==> src/rtl/trig_l2_pkg.sv <==
package trig_l2_pkg;
   // number of grade fields carried in each summary word
   localparam int unsigned NUM_FLD = 3;
   // number of programmable jet thresholds
   localparam int unsigned NUM_THR = 3;
   localparam int unsigned SEL_W   = $clog2(NUM_THR + 1);

   typedef enum logic [SEL_W-1:0] {
      SEL_T0   = 2'd0,
      SEL_T1   = 2'd1,
      SEL_T2   = 2'd2,
      SEL_NONE = 2'd3
   } thr_sel_e;
endpackage

==> src/rtl/trig_l2_thresh_regs.sv <==
module trig_l2_thresh_regs #(
   parameter int unsigned SUM_W   = 13,
   parameter int unsigned NUM_THR = 3,
   parameter int unsigned SEL_W   = 2
) (
   input  logic                       clk,
   input  logic                       rst_n,
   input  logic                       we,
   input  logic [SEL_W-1:0]           sel,
   input  logic [SUM_W-1:0]           data,
   output logic [NUM_THR*SUM_W-1:0]   thr_o
);
   for (genvar k = 0; k < NUM_THR; k++) begin : g_thr
      logic [SUM_W-1:0] thr_q;
      always_ff @(posedge clk) begin
         if (!rst_n)
            thr_q <= '1;
         else if (we && (sel == SEL_W'(k)))
            thr_q <= data;
      end
      assign thr_o[k*SUM_W +: SUM_W] = thr_q;
   end
endmodule

==> src/rtl/trig_l2_flag_or.sv <==
module trig_l2_flag_or #(
   parameter int unsigned NUM_IN  = 5,
   parameter int unsigned NUM_FLD = 3,
   parameter int unsigned LVL_W   = 2,
   localparam int unsigned GRP_W  = NUM_FLD * LVL_W
) (
   input  logic [NUM_IN*GRP_W-1:0] grades_i,
   output logic [GRP_W-1:0]        flags_o
);
   always_comb begin
      flags_o = '0;
      for (int i = 0; i < NUM_IN; i++)
         flags_o = flags_o | grades_i[i*GRP_W +: GRP_W];
   end
endmodule

==> src/rtl/trig_l2_jet_grade.sv <==
module trig_l2_jet_grade #(
   parameter int unsigned NUM_IN     = 5,
   parameter int unsigned E_W        = 10,
   parameter int unsigned SUM_W      = 13,
   parameter int unsigned NUM_THR    = 3,
   parameter int unsigned LVL_OUT_W  = 2,
   parameter int unsigned SHIFT      = 5,
   parameter int unsigned OUT_E_W    = 8,
   parameter bit          GE_COMPARE = 1'b1
) (
   input  logic [NUM_IN*E_W-1:0]     energy_i,
   input  logic [NUM_THR*SUM_W-1:0]  thr_i,
   output logic [LVL_OUT_W-1:0]      level_o,
   output logic [OUT_E_W-1:0]        energy_o
);
   logic [SUM_W-1:0]   jet_sum;
   logic [NUM_THR-1:0] pass;

   always_comb begin
      jet_sum = '0;
      for (int i = 0; i < NUM_IN; i++)
         jet_sum = jet_sum + SUM_W'(energy_i[i*E_W +: E_W]);
   end

   for (genvar k = 0; k < NUM_THR; k++) begin : g_cmp
      if (GE_COMPARE) begin : g_ge
         assign pass[k] = (jet_sum >= thr_i[k*SUM_W +: SUM_W]);
      end else begin : g_gt
         assign pass[k] = (jet_sum > thr_i[k*SUM_W +: SUM_W]);
      end
   end

   always_comb begin
      level_o = '0;
      for (int k = 0; k < NUM_THR; k++)
         if (pass[k]) level_o = level_o + LVL_OUT_W'(1);
   end

   if (SUM_W - SHIFT <= OUT_E_W) begin : g_fit
      assign energy_o = OUT_E_W'(jet_sum >> SHIFT);
   end else begin : g_clamp
      localparam logic [SUM_W-1:0] CAP = SUM_W'((1 << OUT_E_W) - 1);
      logic [SUM_W-1:0] scaled;
      assign scaled   = jet_sum >> SHIFT;
      assign energy_o = (scaled > CAP) ? '1 : scaled[OUT_E_W-1:0];
   end
endmodule

==> src/rtl/trig_l2_combiner.sv <==
module trig_l2_combiner #(
   parameter int unsigned NUM_IN     = 5,
   parameter int unsigned E_W        = 10,
   parameter int unsigned LVL_W      = 2,
   parameter int unsigned WORD_W     = 16,
   parameter int unsigned SHIFT      = 5,
   parameter int unsigned OUT_E_W    = 8,
   parameter bit          GE_COMPARE = 1'b1,
   localparam int unsigned NUM_FLD   = trig_l2_pkg::NUM_FLD,
   localparam int unsigned NUM_THR   = trig_l2_pkg::NUM_THR,
   localparam int unsigned SEL_W     = trig_l2_pkg::SEL_W,
   localparam int unsigned SUM_W     = E_W + $clog2(NUM_IN),
   localparam int unsigned LVL_OUT_W = $clog2(NUM_THR + 1),
   localparam int unsigned GRP_W     = NUM_FLD * LVL_W,
   localparam int unsigned OUT_W     = GRP_W + LVL_OUT_W + OUT_E_W
) (
   input  logic                     clk,
   input  logic                     rst_n,
   input  logic [NUM_IN*WORD_W-1:0] in_words,
   input  logic                     cfg_we,
   input  logic [SEL_W-1:0]         cfg_sel,
   input  logic [SUM_W-1:0]         cfg_data,
   output logic [OUT_W-1:0]         out_word
);
   if (WORD_W != E_W + GRP_W) begin : g_bad_word
      $error("summary word width does not match energy plus grade fields");
   end
   if (NUM_IN < 1) begin : g_bad_num
      $error("at least one input word is required");
   end
   if (SHIFT >= SUM_W) begin : g_bad_shift
      $error("energy shift removes the whole jet sum");
   end

   logic [NUM_IN*E_W-1:0]    energy_w;
   logic [NUM_IN*GRP_W-1:0]  grade_w;
   logic [NUM_THR*SUM_W-1:0] thr_w;
   logic [GRP_W-1:0]         flags_w;
   logic [LVL_OUT_W-1:0]     level_w;
   logic [OUT_E_W-1:0]       escaled_w;

   for (genvar i = 0; i < NUM_IN; i++) begin : g_split
      assign energy_w[i*E_W +: E_W]  = in_words[i*WORD_W +: E_W];
      assign grade_w[i*GRP_W +: GRP_W] = in_words[i*WORD_W + E_W +: GRP_W];
   end

   trig_l2_thresh_regs #(.SUM_W(SUM_W), .NUM_THR(NUM_THR), .SEL_W(SEL_W)) u_thr (
      .clk(clk), .rst_n(rst_n), .we(cfg_we), .sel(cfg_sel), .data(cfg_data),
      .thr_o(thr_w)
   );

   trig_l2_flag_or #(.NUM_IN(NUM_IN), .NUM_FLD(NUM_FLD), .LVL_W(LVL_W)) u_or (
      .grades_i(grade_w), .flags_o(flags_w)
   );

   trig_l2_jet_grade #(
      .NUM_IN(NUM_IN), .E_W(E_W), .SUM_W(SUM_W), .NUM_THR(NUM_THR),
      .LVL_OUT_W(LVL_OUT_W), .SHIFT(SHIFT), .OUT_E_W(OUT_E_W),
      .GE_COMPARE(GE_COMPARE)
   ) u_jet (
      .energy_i(energy_w), .thr_i(thr_w), .level_o(level_w), .energy_o(escaled_w)
   );

   always_ff @(posedge clk) begin
      if (!rst_n)
         out_word <= '0;
      else
         out_word <= {escaled_w, level_w, flags_w};
   end
endmodule

==> config.mk <==
export PLATFORM = sky130hd
export DESIGN_NAME = trig_l2_combiner
export DESIGN_NICKNAME = d
export VERILOG_FILES = /design/src/rtl/trig_l2_pkg.sv /design/src/rtl/trig_l2_thresh_regs.sv /design/src/rtl/trig_l2_flag_or.sv /design/src/rtl/trig_l2_jet_grade.sv /design/src/rtl/trig_l2_combiner.sv
export SDC_FILE = /design/constraint.sdc
export NUM_CORES = 1
export LEC_CHECK = 0
export ABC_AREA = 1
export ABC_CLOCK_PERIOD_IN_PS = 13700
export BUFFER_PORTS_ARGS = -buffer_cell sky130_fd_sc_hd__buf_2
export CAP_MARGIN = 20
export CORE_MARGIN = 8
export CORE_UTILIZATION = 59
export DETAILED_ROUTE_END_ITERATION = 12
export GPL_TIMING_DRIVEN = 0
export PLACE_DENSITY_LB_ADDON = 0.12
export SLEW_MARGIN = 10
export SYNTH_ARGS = -nofsm -noshare
export SYNTH_HDL_FRONTEND = slang
export SYNTH_SLANG_ARGS = --single-unit
export TNS_END_PERCENT = 1
==> constraint.sdc <==
create_clock -name clk -period 13.7 [get_ports clk]
set_input_delay 1.37 -clock clk [delete_from_list [all_inputs] [get_ports clk]]
set_output_delay 1.37 -clock clk [all_outputs]
set_load 0.1 [all_outputs]
* Yosys cells after proc, flatten, opt, wreduce, memory -nomap -nowiden
Cells that the tools add are included.
** Word-level totals
- Flip-flop bits (word level) :: 55
- Output and inout port bits :: 16
- Bits of input ports :: 98
- Word-level logic and storage cells :: 26
** Cells by class
- Bitwise gates (word level) :: 4
- Reduce and logical (&&, ||, !) cells :: 4
- Add/subtract/negate cells :: 6
- Equal/unequal tests :: 2
- Order comparisons :: 3
- Multiplexer cells :: 3
** Operator list (number)
- $add 13x10->13 :: 3
- $ge 13x13->1 :: 3
- $or 6x6->6 :: 4
- $add 10x10->11 :: 1
- $mux 2 :: 2
- $logic_and 1x1->1 :: 3
- $add 1x1->2 const B :: 1
- $add 2x1->2 const B :: 1
- $eq 2x1->1 const B :: 1
- $eq 2x2->1 const B :: 1
- $logic_not 2->1 :: 1
- $mux 1 :: 1

* Depth between registers and ports, before layout
- Word-level depth :: 10
- Gate-level depth with buffers :: 32
- Gate-level depth less buffers :: 32

* Cells and area by module
A second synthesis with hierarchy kept.
** Unflattened totals
- Cell total of the unflattened synthesis :: 631
- Area total of the unflattened synthesis :: 4649.5 µm²
** By module, submodules not included
- trig_l2_jet_grade :: cells each 376, area each 2516.2 µm², instances 1, seq. area each 0.0 µm²
- trig_l2_thresh_regs :: cells each 181, area each 1551.5 µm², instances 1, seq. area each 780.7 µm²
- trig_l2_combiner :: cells each 50, area each 484.2 µm², instances 1, seq. area each 320.3 µm²
- trig_l2_flag_or :: cells each 24, area each 97.6 µm², instances 1, seq. area each 0.0 µm²

* Worst setup path after synthesis
Ideal clock, no wire load.
- Kind :: input -> register
- Start point :: input port in_words[0]
- End point :: register out_word[6]
- Buffers on the path :: 0
- Required time :: 13585 ps
- Arrival time :: 5740 ps
- Stages on the path :: 30
- Path slack :: 7846 ps
- Setup time :: 115 ps
- Cells stage by stage :: ha_1 fa_1 nand3_1 nand2_1 nand2_1 o211ai_1 xor2_1 fa_1 inv_1 fa_1 inv_1 ha_1 nand2_1 nor2_1 nand3_1 nand3_1 nand2_1 nand2_1 inv_1 ha_1 nand2_1 nor4_1 o21ai_0 nand3_1 inv_1 ha_1 inv_1 nand3_1 nand2_1 nor2_1
** Between the ends
- Cells in the longest elaborated chain, start to end :: 10
- Elaborated cells between the ends (all ways) :: 12
- Classes of those cells :: add/sub (6); order compare (3); mux (3)
** Ends and longest elaborated chain
- start: declaration :: line trig_l2_combiner.sv:19 : input logic [NUM_IN*WORD_W-1:0] in_words,
- $add 10x10->11 * :: line trig_l2_jet_grade.sv:22 : jet_sum = jet_sum + SUM_W'(energy_i[i*E_W +: E_W]);
- $add 13x10->13 * (3 in a row) :: line trig_l2_jet_grade.sv:22
- via escaled_w[6] :: line trig_l2_combiner.sv:40 : logic [OUT_E_W-1:0] escaled_w;
- $ge 13x13->1 :: line trig_l2_jet_grade.sv:27 : assign pass[k] = (jet_sum >= thr_i[k*SUM_W +: SUM_W]);
- $mux 1 :: line trig_l2_jet_grade.sv:36 : if (pass[k]) level_o = level_o + LVL_OUT_W'(1);
- $add 1x1->2 :: line trig_l2_jet_grade.sv:36
- $mux 2 :: line trig_l2_jet_grade.sv:36
- $add 2x1->2 :: line trig_l2_jet_grade.sv:36
- $mux 2 * :: line trig_l2_jet_grade.sv:36
- end signal: assignment :: line trig_l2_combiner.sv:68 : out_word <= {escaled_w, level_w, flags_w};
- end: declaration :: line trig_l2_combiner.sv:23 : output logic [OUT_W-1:0] out_word
Mark *: on every way through the listed nets, which the timed path passes. The rest lies on a longest branch.
A chain may end at the register's enable or synchronous reset.

* Worst setup path after layout
Ends and elaborated chain as after synthesis.

==> results_dict.tcl <==
set metrics [dict create \
    status "finished clean" \
    syn2layout_area_growth_pct 17.1 \
    ys.warnings.count 0 \
    crit_cells 31 \
    htreeDepth 2 \
    ctsHoldBuffers 0 \
    grt_pass1_vias 4299 \
    finalHoldViolCount 0 \
    worstPathArrival_ns 6.58 \
    fin_setup_tns_ns 0 \
    fmax_ghz 0.157 \
    ys_seq_area_frac 0.241 \
    place_hpwl_um 9380 \
    finish.net_count 905 \
    yosysUniqueCellTypes 32 \
    slew_viol_final 0 \
    p_leak_nw 3.10 \
    grt_overflow 0 \
    synth-seq-cells 55 \
    cts_setup_buffers 0 \
    fin_util 0.703 \
    synth_fa_ha_area_frac 0.264 \
    synth_mux_area_frac 0 \
    drt_iter0_markers 161 \
    ant_nets 0 \
    via_per_inst 5.12 \
    cts_inserted_buffers 5 \
    clk_pin_slew_ns 0.11 \
    critPathKind "input pin to flip-flop" \
    vias 4225 \
    yosysMostFrequentCell "inv_1" \
    drv_cap 0 \
    port_buffers 112 \
    synth_compound_area_frac 0.145 \
    synth-edff-count 0 \
    yosysTopAreaCell "dfxtp_1" \
    reg2regPathDepth 12 \
    synth_top_family_by_area "adder cells" \
    critPathLaunchType "input pin" \
    whs_path_depth 2 \
    setup_viol 0 \
    instances_no_fill 826 \
    routed_wl_um 11000 \
    ir_worst_vdd_mv 0.0953 \
    critPathBufInv 6 \
    die_x_um 104 \
    path_delay_family "adder cells" \
    grt_pass1_wl_um 18600 \
    diodes 0 \
    synth_nets 786 \
    post-route-drc-count 0 \
    synth-xor-area-share 0.0246 \
    layout-drive-gt1-share 0.211 \
    cts_tree "built" \
    slowest_delay_ns 0.51 \
    groute.usage.overall 0.201 \
    finalCriticalPeriod_ns 6.36 \
    cp_max_fo 5 \
    cts-root-buf "clkbuf_8" \
    post-route-period-util 0.465 \
    ys_top_cells_by_area "dfxtp_1, ha_1, inv_1, nand2_1, fa_1" \
    worst_slew_pin_slew_ns 0.704 \
    ios 114 \
    synth_top_area_frac 0.241 \
    slowest_stage "fa_1" \
    wl_per_cell_um 13.3 \
    die_h_um 104 \
    clock_path_buffers 2 \
    antenna_found_initial 0 \
    core.rowCount 32 \
    clk_latency_ns 0.32 \
    initial_utilization 0.601 \
    cts.sinks 55 \
    timing.clock.skew_ns 0.0150 \
    die_area_um2 10800 \
    cts_resized 0 \
    firstDrtPassIters 4 \
    place_congestion 0.899 \
    rsz0062_at_grt "no" \
    ys_top_cells_by_count "inv_1, nand2_1, ha_1" \
    avgSynthCellArea_um2 7.57 \
    async_flop_share 0 \
    hold_class "flip-flop to flip-flop" \
    synth_flop_cell "dfxtp_1" \
    end_kind "flip-flop" \
    cpMostUsedCell "nand2_1" \
    slew_headroom 0.531 \
    p_per_area_nw_per_um2 173 \
    syn-instance-count 604 \
    grt_max_degree 19 \
    yosys.area_share.simple 0.201 \
    core_area_um2 7610 \
    cp_data_required_time_ns 13.91 \
    synth_area_um2 4570 \
    post-place-cells 818 \
]
## final cells by class
type | instances | area, um2
Sequential cell | 55 | 1100
Multi-Input combinational cell | 405 | 2900
Timing Repair Buffer | 112 | 561
Buffer | 12 | 73.8
Clock buffer | 5 | 68.8
Inverter | 132 | 495
Clock inverter | 3 | 23.8
Tap cell | 102 | 128
Fill cell | 676 | 2260
## metal layers
metal  track usage  up-vias  share of wire
li1              -     2184              -
met1         0.248     1892           0.47
met2         0.341      139           0.45
met3        0.0527       10          0.074
met4        0.0455        0         0.0097
met5             0        -              0
## placed cells by master (no fill, tap or decap), types with 2 or more instances in the layout
cell,instances
a21o_1,2
a21oi_1,35
buf_2,114
buf_4,3
buf_6,2
clkbuf_1,5
clkbuf_8,5
dfxtp_1,55
fa_1,21
ha_1,63
inv_1,129
inv_2,3
nand2_1,126
nand2_2,2
nand3_1,28
nand4_1,8
nor2_1,34
nor3_1,3
nor3_4,2
nor4_1,2
o211ai_1,29
o211ai_2,10
o21ai_0,10
o21ai_1,2
o41ai_1,6
or2_2,6
xnor2_1,4
xor2_1,7
## per-stage QoR
stage	hold slack, ns	area (um2)	worst slack [ns]	total power [mW]
6_report	0.508	5350	7.34	0.928
4_1_cts	0.512	5350	7.39	0.927
5_1_grt	0.529	5350	7.04	1.01
3_5_place_dp	0.491	5260	7.07	0.826
3_3_place_gp	0.465	5260	7.14	0.807
2_1_floorplan	0.448	4570	7.85	0.674
## kinds of logic after synthesis
logic type / count (synthesis)
and+or+nand+nor: 213
buffers and inverters: 144
AOI/OAI and AO/OA: 96
adders and majority gates: 84
DFF: 55
xor gates and xnor gates: 12
## worst paths after layout
check                           start                 endpoint  slack, ns
max                       in_words[0]              out_word[6]       7.34
min           u_thr.g_thr[2].thr_q[9]  u_thr.g_thr[2].thr_q[9]       0.51
max reg2reg  u_thr.g_thr[0].thr_q[12]              out_word[6]      11.56
min reg2reg   u_thr.g_thr[2].thr_q[9]  u_thr.g_thr[2].thr_q[9]       0.51
## worst register-to-register path, stage by stage (launching register included)
cell and delay, ns:
dfxtp_1 0.33, inv_1 0.06, ha_1 0.32, nand2_1 0.09
nor4_1 0.31, o21ai_0 0.17, nand3_1 0.15, inv_1 0.06
ha_1 0.28, inv_1 0.07, nand3_1 0.08, nand2_1 0.07
nor2_1 0.04
## power by group
| part | leakage, nW | total [mW] | switching (mW) | internal (mW) |
|---|---|---|---|---|
| registers | 0.454 | 0.181 | 0.00378 | 0.177 |
| logic | 2.60 | 0.650 | 0.439 | 0.211 |
| clock network | 0.0461 | 0.0970 | 0.0598 | 0.0371 |
## flip-flops by register name, summed over array words and instances (netlist names)
name	cells
u_thr.g_thr.thr_q	39
out_word	16
(Power assumes the default switching activity.)
